<file path="config.mk">
export PLATFORM = sky130hd
export DESIGN_NAME = rst_wake_ctrl
export DESIGN_NICKNAME = d
export VERILOG_FILES = /design/src/rtl/rwk_pkg.sv /design/src/rtl/rwk_pin_filter.sv /design/src/rtl/rwk_wake_timer.sv /design/src/rtl/rwk_seq.sv /design/src/rtl/rst_wake_ctrl.sv
export SDC_FILE = /design/constraint.sdc
export NUM_CORES = 1
export LEC_CHECK = 0
export ABC_AREA = 1
export BUFFER_PORTS_ARGS = -buffer_cell sky130_fd_sc_hd__buf_2
export CAP_MARGIN = 5
export CORE_ASPECT_RATIO = 1.5
export CORE_MARGIN = 5
export CORE_UTILIZATION = 35
export DETAILED_ROUTE_END_ITERATION = 16
export PLACE_DENSITY = 0.7
export SETUP_SLACK_MARGIN = 0.2
export SYNTH_ARGS = -nofsm -noshare
export SYNTH_HDL_FRONTEND = slang
export SYNTH_HIERARCHICAL = 1
export SYNTH_SLANG_ARGS = --single-unit
</file>
<file path="constraint.sdc">
create_clock -name clk -period 3.7 [get_ports clk]
set_input_delay 0.555 -clock clk [delete_from_list [all_inputs] [get_ports clk]]
set_output_delay 0.555 -clock clk [all_outputs]
set_load 0.03 [all_outputs]
</file>
<file path="src/rtl/rwk_pkg.sv">
package rwk_pkg;

    typedef enum logic [2:0] {
        ST_IDLE_RESET = 3'd0,
        ST_WAIT_OSC   = 3'd1,
        ST_COUNT      = 3'd2,
        ST_WAIT_FLASH = 3'd3,
        ST_RUN        = 3'd4
    } rwk_state_e;

    localparam int RWK_NSTATE = 5;

    typedef struct packed {
        logic sys_rst;
        logic cpu_run;
    } rwk_ctl_t;

    typedef struct packed {
        logic clr;
        logic en;
    } rwk_tmr_cmd_t;

    function automatic logic [RWK_NSTATE-1:0] rwk_status(input rwk_state_e s);
        logic [RWK_NSTATE-1:0] v;
        v = '0;
        v[s] = 1'b1;
        return v;
    endfunction

    function automatic rwk_ctl_t rwk_decode(input rwk_state_e s, input logic wake_mode);
        rwk_ctl_t c;
        c.cpu_run = (s == ST_RUN);
        c.sys_rst = (s != ST_RUN) && !wake_mode;
        return c;
    endfunction

endpackage

</file>
<file path="src/rtl/rwk_pin_filter.sv">
module rwk_pin_filter #(
    parameter int SYNC_STAGES = 2,
    parameter int FILT_LEN    = 4
) (
    input  logic clk,
    input  logic rst,
    input  logic pin_raw,
    output logic pin_filt
);
    localparam int CNT_W = $clog2(FILT_LEN + 1);

    logic [SYNC_STAGES-1:0] sync_q;
    logic [CNT_W-1:0]       run_cnt;
    logic                   filt_q;
    logic                   samp;

    for (genvar g = 0; g < SYNC_STAGES; g++) begin : g_sync
        if (g == 0) begin : g_first
            always_ff @(posedge clk) begin
                if (rst) sync_q[0] <= 1'b0;
                else     sync_q[0] <= pin_raw;
            end
        end else begin : g_next
            always_ff @(posedge clk) begin
                if (rst) sync_q[g] <= 1'b0;
                else     sync_q[g] <= sync_q[g-1];
            end
        end
    end

    assign samp = sync_q[SYNC_STAGES-1];

    always_ff @(posedge clk) begin
        if (rst) begin
            run_cnt <= '0;
            filt_q  <= 1'b0;
        end else if (samp == filt_q) begin
            run_cnt <= '0;
        end else if (run_cnt == CNT_W'(FILT_LEN - 1)) begin
            run_cnt <= '0;
            filt_q  <= samp;
        end else begin
            run_cnt <= run_cnt + 1'b1;
        end
    end

    assign pin_filt = filt_q;
endmodule

</file>
<file path="src/rtl/rwk_wake_timer.sv">
module rwk_wake_timer
    import rwk_pkg::*;
#(
    parameter int WAKE_CYC = 4096
) (
    input  logic         clk,
    input  logic         rst,
    input  rwk_tmr_cmd_t cmd,
    output logic         done
);
    localparam int CNT_W = $clog2(WAKE_CYC + 1);

    logic [CNT_W-1:0] cnt_q;

    always_ff @(posedge clk) begin
        if (rst || cmd.clr) cnt_q <= '0;
        else if (cmd.en)    cnt_q <= cnt_q + 1'b1;
    end

    assign done = cmd.en && (cnt_q == CNT_W'(WAKE_CYC - 1));
endmodule

</file>
<file path="src/rtl/rwk_seq.sv">
module rwk_seq
    import rwk_pkg::*;
(
    input  logic         clk,
    input  logic         rst,
    input  logic         pin_filt,
    input  logic         wdog_req,
    input  logic         osc_ok,
    input  logic         flash_done,
    input  logic         pd_wake,
    input  logic         timer_done,
    output rwk_state_e   state,
    output logic         wake_mode,
    output rwk_tmr_cmd_t tmr_cmd
);
    rwk_state_e state_q, state_d;
    logic       wake_q, wake_d;

    always_comb begin
        state_d = state_q;
        wake_d  = wake_q;
        if (pin_filt || wdog_req) begin
            state_d = ST_IDLE_RESET;
            wake_d  = 1'b0;
        end else begin
            unique case (state_q)
                ST_IDLE_RESET: state_d = ST_WAIT_OSC;
                ST_WAIT_OSC:   if (osc_ok) state_d = ST_COUNT;
                ST_COUNT: begin
                    if (!osc_ok)         state_d = ST_WAIT_OSC;
                    else if (timer_done) state_d = wake_q ? ST_RUN : ST_WAIT_FLASH;
                end
                ST_WAIT_FLASH: if (flash_done) state_d = ST_RUN;
                ST_RUN: begin
                    if (pd_wake) begin
                        state_d = ST_WAIT_OSC;
                        wake_d  = 1'b1;
                    end
                end
                default: state_d = ST_IDLE_RESET;
            endcase
        end
    end

    always_ff @(posedge clk) begin
        if (rst) begin
            state_q <= ST_IDLE_RESET;
            wake_q  <= 1'b0;
        end else begin
            state_q <= state_d;
            wake_q  <= wake_d;
        end
    end

    always_comb begin
        tmr_cmd.clr = (state_q != ST_COUNT);
        tmr_cmd.en  = (state_q == ST_COUNT) && osc_ok;
    end

    assign state     = state_q;
    assign wake_mode = wake_q;
endmodule

</file>
<file path="src/rtl/rst_wake_ctrl.sv">
module rst_wake_ctrl
    import rwk_pkg::*;
#(
    parameter int          SYNC_STAGES  = 2,
    parameter int          FILT_LEN     = 4,
    parameter int          WAKE_CYC     = 4096,
    parameter int          ADDR_W       = 32,
    parameter logic [31:0] RESET_VECTOR = 32'h0
) (
    input  logic                  clk,
    input  logic                  rst,
    input  logic                  rst_pin,
    input  logic                  wdog_req,
    input  logic                  osc_ok,
    input  logic                  flash_done,
    input  logic                  pd_wake,
    output logic                  sys_rst,
    output logic                  cpu_run,
    output logic [RWK_NSTATE-1:0] state_oh,
    output logic [ADDR_W-1:0]     boot_pc
);
    logic         pin_filt;
    logic         timer_done;
    logic         wake_mode;
    rwk_state_e   state;
    rwk_tmr_cmd_t tmr_cmd;
    rwk_ctl_t     ctl;

    rwk_pin_filter #(.SYNC_STAGES(SYNC_STAGES), .FILT_LEN(FILT_LEN)) u_filt (
        .clk(clk), .rst(rst), .pin_raw(rst_pin), .pin_filt(pin_filt)
    );

    rwk_wake_timer #(.WAKE_CYC(WAKE_CYC)) u_tmr (
        .clk(clk), .rst(rst), .cmd(tmr_cmd), .done(timer_done)
    );

    rwk_seq u_seq (
        .clk(clk), .rst(rst), .pin_filt(pin_filt), .wdog_req(wdog_req),
        .osc_ok(osc_ok), .flash_done(flash_done), .pd_wake(pd_wake),
        .timer_done(timer_done), .state(state), .wake_mode(wake_mode),
        .tmr_cmd(tmr_cmd)
    );

    assign ctl      = rwk_decode(state, wake_mode);
    assign sys_rst  = ctl.sys_rst;
    assign cpu_run  = ctl.cpu_run;
    assign state_oh = rwk_status(state);
    assign boot_pc  = RESET_VECTOR[ADDR_W-1:0];
endmodule

</file>
* After elaboration in Yosys (flattened, before gate mapping) *
Index checks and enable logic that the tools add are counted.

cells by class
  reduce and logical (&&, ||, !) cells = 13
  bitwise logic cells = 1
  $add $sub $neg = 2
  order comparisons = 2
  muxes and demuxes = 9
  eq/ne operators = 13

operator list
  cell                                                                                 count
  3-bit 2-to-1 mux                                                                     6
  3-bit case mux with 5 select lines                                                   1
  13-bit by 1-bit adder with 13-bit output, second input constant                      1
  13-bit by 12-bit == test with 1-bit output, second input constant                    1
  3-bit by 2-bit == test with 1-bit output, second input constant                      3
  2-bit != test, second input constant                                                 3
  3-bit != test, second input constant                                                 2
  1-bit logical AND                                                                    4
  3-bit by 4-bit < comparator with 1-bit output, second input constant                 1
  2-bit AND reduction                                                                  2
  4-bit AND reduction                                                                  1
  3-bit by 1-bit adder with 3-bit output, second input constant                        1
  1-bit demux with 3-bit select                                                        1
  3-bit by 1-bit == test with 1-bit output, second input constant                      1
  3-bit == test, second input constant                                                 1
  3-bit by 1-bit greater-or-equal comparator with 1-bit output, second input constant  1
  3-bit logical NOT                                                                    1
  3-bit by 2-bit != test with 1-bit output, second input constant                      1
  3-bit OR reduction                                                                   1
  1-bit logical OR                                                                     2
  2-bit OR reduction                                                                   1
  1-bit == test                                                                        1
  1-bit logical NOT                                                                    1
  1-bit 2-to-1 mux                                                                     1
  1-bit NOT                                                                            1

word-level totals
  logic and storage cells = 47
  output and inout port bits = 39
  flip-flop bits (word level) = 23

* Logic depth before layout (Yosys ltp) *
  word-level depth = 6
  depth in mapped cells = 14
  gate-level depth less buffers = 14

* Cells and area by module *
Netlist, hierarchy kept.

by module, submodules not included
  module          instances  cells each  area each (µm²)
  rwk_wake_timer  1          99          661.9
  rwk_seq         1          48          294.0
  rst_wake_ctrl   1          44          291.5
  rwk_pin_filter  1          27          226.5

* Worst setup path after synthesis *
Ideal clock, no wire load.

  path kind = flip-flop to flip-flop
  start = register u_seq.state_q[1] (netlist: u_seq/state[1])
  end = register u_seq.state_q[0] (netlist: u_seq/state[0])
  slack = 1.768 ns
  cell stages (with the launch flop) = 14
  required time = 3.587 ns
  data arrival time = 1.819 ns
  path through = dfxtp_1 nand3_2 nor2_1 nand2_2 nor2_4 nand4_1 inv_1 inv_1 nand2_1 nor2_4 nor2_4 nand2_1 nor2_1 nor2_1

RTL lines
  what                    RTL line       RTL
  from (decl)             rwk_seq.sv:16  rwk_state_e state_q, state_d;
  from (signal assigned)  rwk_seq.sv:50  state_q <= state_d;

==> results.ini <==
[run_status]
outcome = finished clean

[placed_design]
port_buffers = 13
hpwlAfterDp_um = 2070
finalWeightedCongestion = 0.823
placedCellCount = 276

[logic_synthesis]
synth_top_family_by_area = simple AND/OR/NAND/NOR gates
synth_flop_cell = dfxtp_1
yosys_warnings = 6
synth_area_um2 = 1470
avgSynthCellArea_um2 = 6.76
async_reset_ff_share_pct = 0
yosys_register_bits = 23
synth_simple_gate_area_share_pct = 33.7
yosysSeqAreaShare_pct = 31.2
synth_edf_count = 0
yosys.area_share.adder_pct = 2.55
yosys.area.top_type = dfxtp_1
synth-compound-area-share_pct = 7.05
post_synth_num_cell_types = 25
synth-xor-area-share_pct = 0
ys_top_cells_by_area = dfxtp_1 (31%), buf_4 (16%), nor2_1 (9.4%), nand2_1 (8.7%), inv_1 (7.4%)
synth_top_area_share_pct = 31.2
synth.area.mux_share_pct = 0
synth_cells = 218

[worst_setup_path]
worst_r2r_endpoint = u_seq/state[0]
cp-start-kind = register
critPathCaptureType = register
critPathArrivalTime_ns = 2.30
ff2ff_setup_slack_ns = 1.57
worst_r2r_startpoint = u_seq/state[1]
reg2reg_depth = 13
required_ns = 3.87
path_class = reg -> reg
cp_max_fo = 11

[grt]
grt_usage_pct = 9.08
grt_max_degree = 14
grtUsageMet1_pct = 9.82
overflow = 0
top_usage_layer = met2
antenna_found_initial = 0
grt_pass1_vias = 1023
use_met2_pct = 16.2
grtUsageMet3_pct = 2.52
grt_pass1_wl_um = 4140

[cells_and_area]
fill_cells = 457
finalNonFillerCells = 280
num-nets-final = 245
drive_above_1_share_pct = 15.8
final_util_pct = 36.4
syn_to_final_growth_pct = 3.06
antennaDiodeCount = 0

[cts]
cts_root_buf = clkbuf_8
cts_resized = 0
holdBufCountCts = 0
clk_pin_slew_ns = 0.08
cts_buffers = 3
clkSinkCount = 23
post_cts_buffers = 0
insertion_delay_ns = 0.27
cts_tree = done
clock_path_buffers = 2
htreeDepth = 1

[power_and_ir_drop]
clock_power_share_pct = 31.2
p_switching_uw = 161
p_seq_share_pct = 51.0
comb_power_share_pct = 17.8
powerDensity_nw_per_um2 = 331
vdd.ir_drop.worst_mv = 0.239
p_int_uw = 342
p_sw_share_pct = 32.0
power_leakage_nw = 0.682

[timing]
rsz0062_at_grt = false
finalHoldViolCount = 0
setup_viol = 0
post-route-period-util_pct = 57.6
timing.setup.tns_ns = 0
clock.fmax_mhz = 469
skew_ns = 0.00199
maxSlewViolCount = 0
min_period_ns = 2.13

[floorplan]
row_count = 29
initial_core_util_pct = 35.3
coreArea_um2 = 4170
die_h_um = 89.5
dieWidth_um = 63.0
ios = 46
dieArea_um2 = 5640

[min_path]
hold_end = u_filt/samp
min_from = u_filt/sync_q[0]
hold_class = reg -> reg
hold-path-cell-count = 2

[drt]
wirelength_um = 2510
ant_nets = 0
first_pass_iters = 4
vias = 1201
wl_per_cell_um = 8.95
route.detailed.drc = 0
viasPerCell = 4.29
drt_iter0_drc = 51

[run]
cap_violations = 0

==> cells in the final DEF (no fill, tap or decap), types with 3 or more instances in the layout <==
cell      Yosys  routed
nor3_1        6       6
nor2_2        3       3
buf_2         0      13
a21oi_1       7       7
dfxtp_1      23      23
inv_2         6       6
nand3_1      11      11
nand3_2       3       3
clkbuf_8      0       3
nand2_1      34      34
nor2_4        4       4
ha_1          3       3
inv_1        29      29
conb_1        1      32
nor2_1       37      37
o21ai_0       7       7
==> worst max-delay path: stages (launching register included) <==
cell	delay, ns
dfxtp_1	0.54
nand3_2	0.19
nor2_1	0.32
nand2_2	0.14
nor2_4	0.19
nand4_1	0.12
inv_1	0.07
inv_1	0.03
nand2_1	0.08
nor2_4	0.06
nor2_4	0.12
nand2_1	0.06
nor2_1	0.08
nor2_1	0.05
==> sequential cells by signal (all words and copies together) (netlist names) <==
register	count
u_tmr/cnt_q	13
u_filt/sync_q	1
u_seq/wake_mode	1
u_filt/samp	1
u_seq/state	3
u_filt/pin_filt	1
u_filt/run_cnt	3
==> power groups by stage <==
stage          sequential [mW]  combinational [mW]  clock, mW
2_1_floorplan            0.261               0.102          0
3_3_place_gp             0.262              0.0890          0
3_5_place_dp             0.262              0.0889          0
4_1_cts                  0.256              0.0891      0.163
5_1_grt                  0.257              0.0965      0.173
6_report                 0.256              0.0894      0.157
==> metrics by stage <==
| stage | area (µm²) | setup WS [ns] | power (mW) | hold slack [ns] |
|---|---|---|---|---|
| final | 1520 | 1.57 | 0.502 | 0.405 |
| after floorplan | 1590 | 1.77 | 0.363 | 0.388 |
| after CTS | 1520 | 1.56 | 0.508 | 0.407 |
| after global placement | 1470 | 1.61 | 0.351 | 0.393 |
| after global routing | 1520 | 1.29 | 0.526 | 0.443 |
| after detailed placement | 1470 | 1.57 | 0.351 | 0.395 |
==> Yosys cell counts, drive strengths merged, types with 2 or more instances <==
| cell type | n |
|---|---|
| buf | 32 |
| nand3 | 14 |
| o21ai | 8 |
| nor2 | 44 |
| nand2 | 36 |
| nand4 | 2 |
| nor3 | 7 |
| dfxtp | 23 |
| ha | 3 |
| a21oi | 7 |
| inv | 35 |
==> area by class of cell <==
cell class	instances	area (µm²)	share of cell area, %
Timing Repair Buffer	13	65.1	4.28
Tap cell	46	57.6	3.79
Multi-Input combinational cell	159	758	49.9
Clock inverter	1	5.00	0.329
Clock buffer	3	41.3	2.72
Inverter	35	131	8.65
Sequential cell	23	460	30.3
==> layer usage <==
metal  up-vias  share of wire, %
li1        643                 -
met1       521                39
met2        32                51
met3         5               7.7
met4         0               1.9
met5         -                 0
==> logic make-up after synthesis <==
family / count (synthesis)
simple gates: 105
buf+inv: 67
flops: 23
compound gates: 19
fa+ha+maj: 3
other cells: 1
==> worst max path at each step <==
stage	start	endpoint	slack (ns)	depth (start not counted)
floorplan	u_seq/state[1]	u_seq/state[0]	1.77	13
finish	u_seq/state[1]	u_seq/state[0]	1.57	13
detailed placement	osc_ok	u_seq/state[0]	1.57	14
CTS	u_seq/state[1]	u_seq/state[0]	1.56	13
global placement	osc_ok	u_seq/state[0]	1.61	14
global route	u_seq/state[1]	u_seq/state[0]	1.29	13
Note: power is estimated with default switching activity, not from simulation.
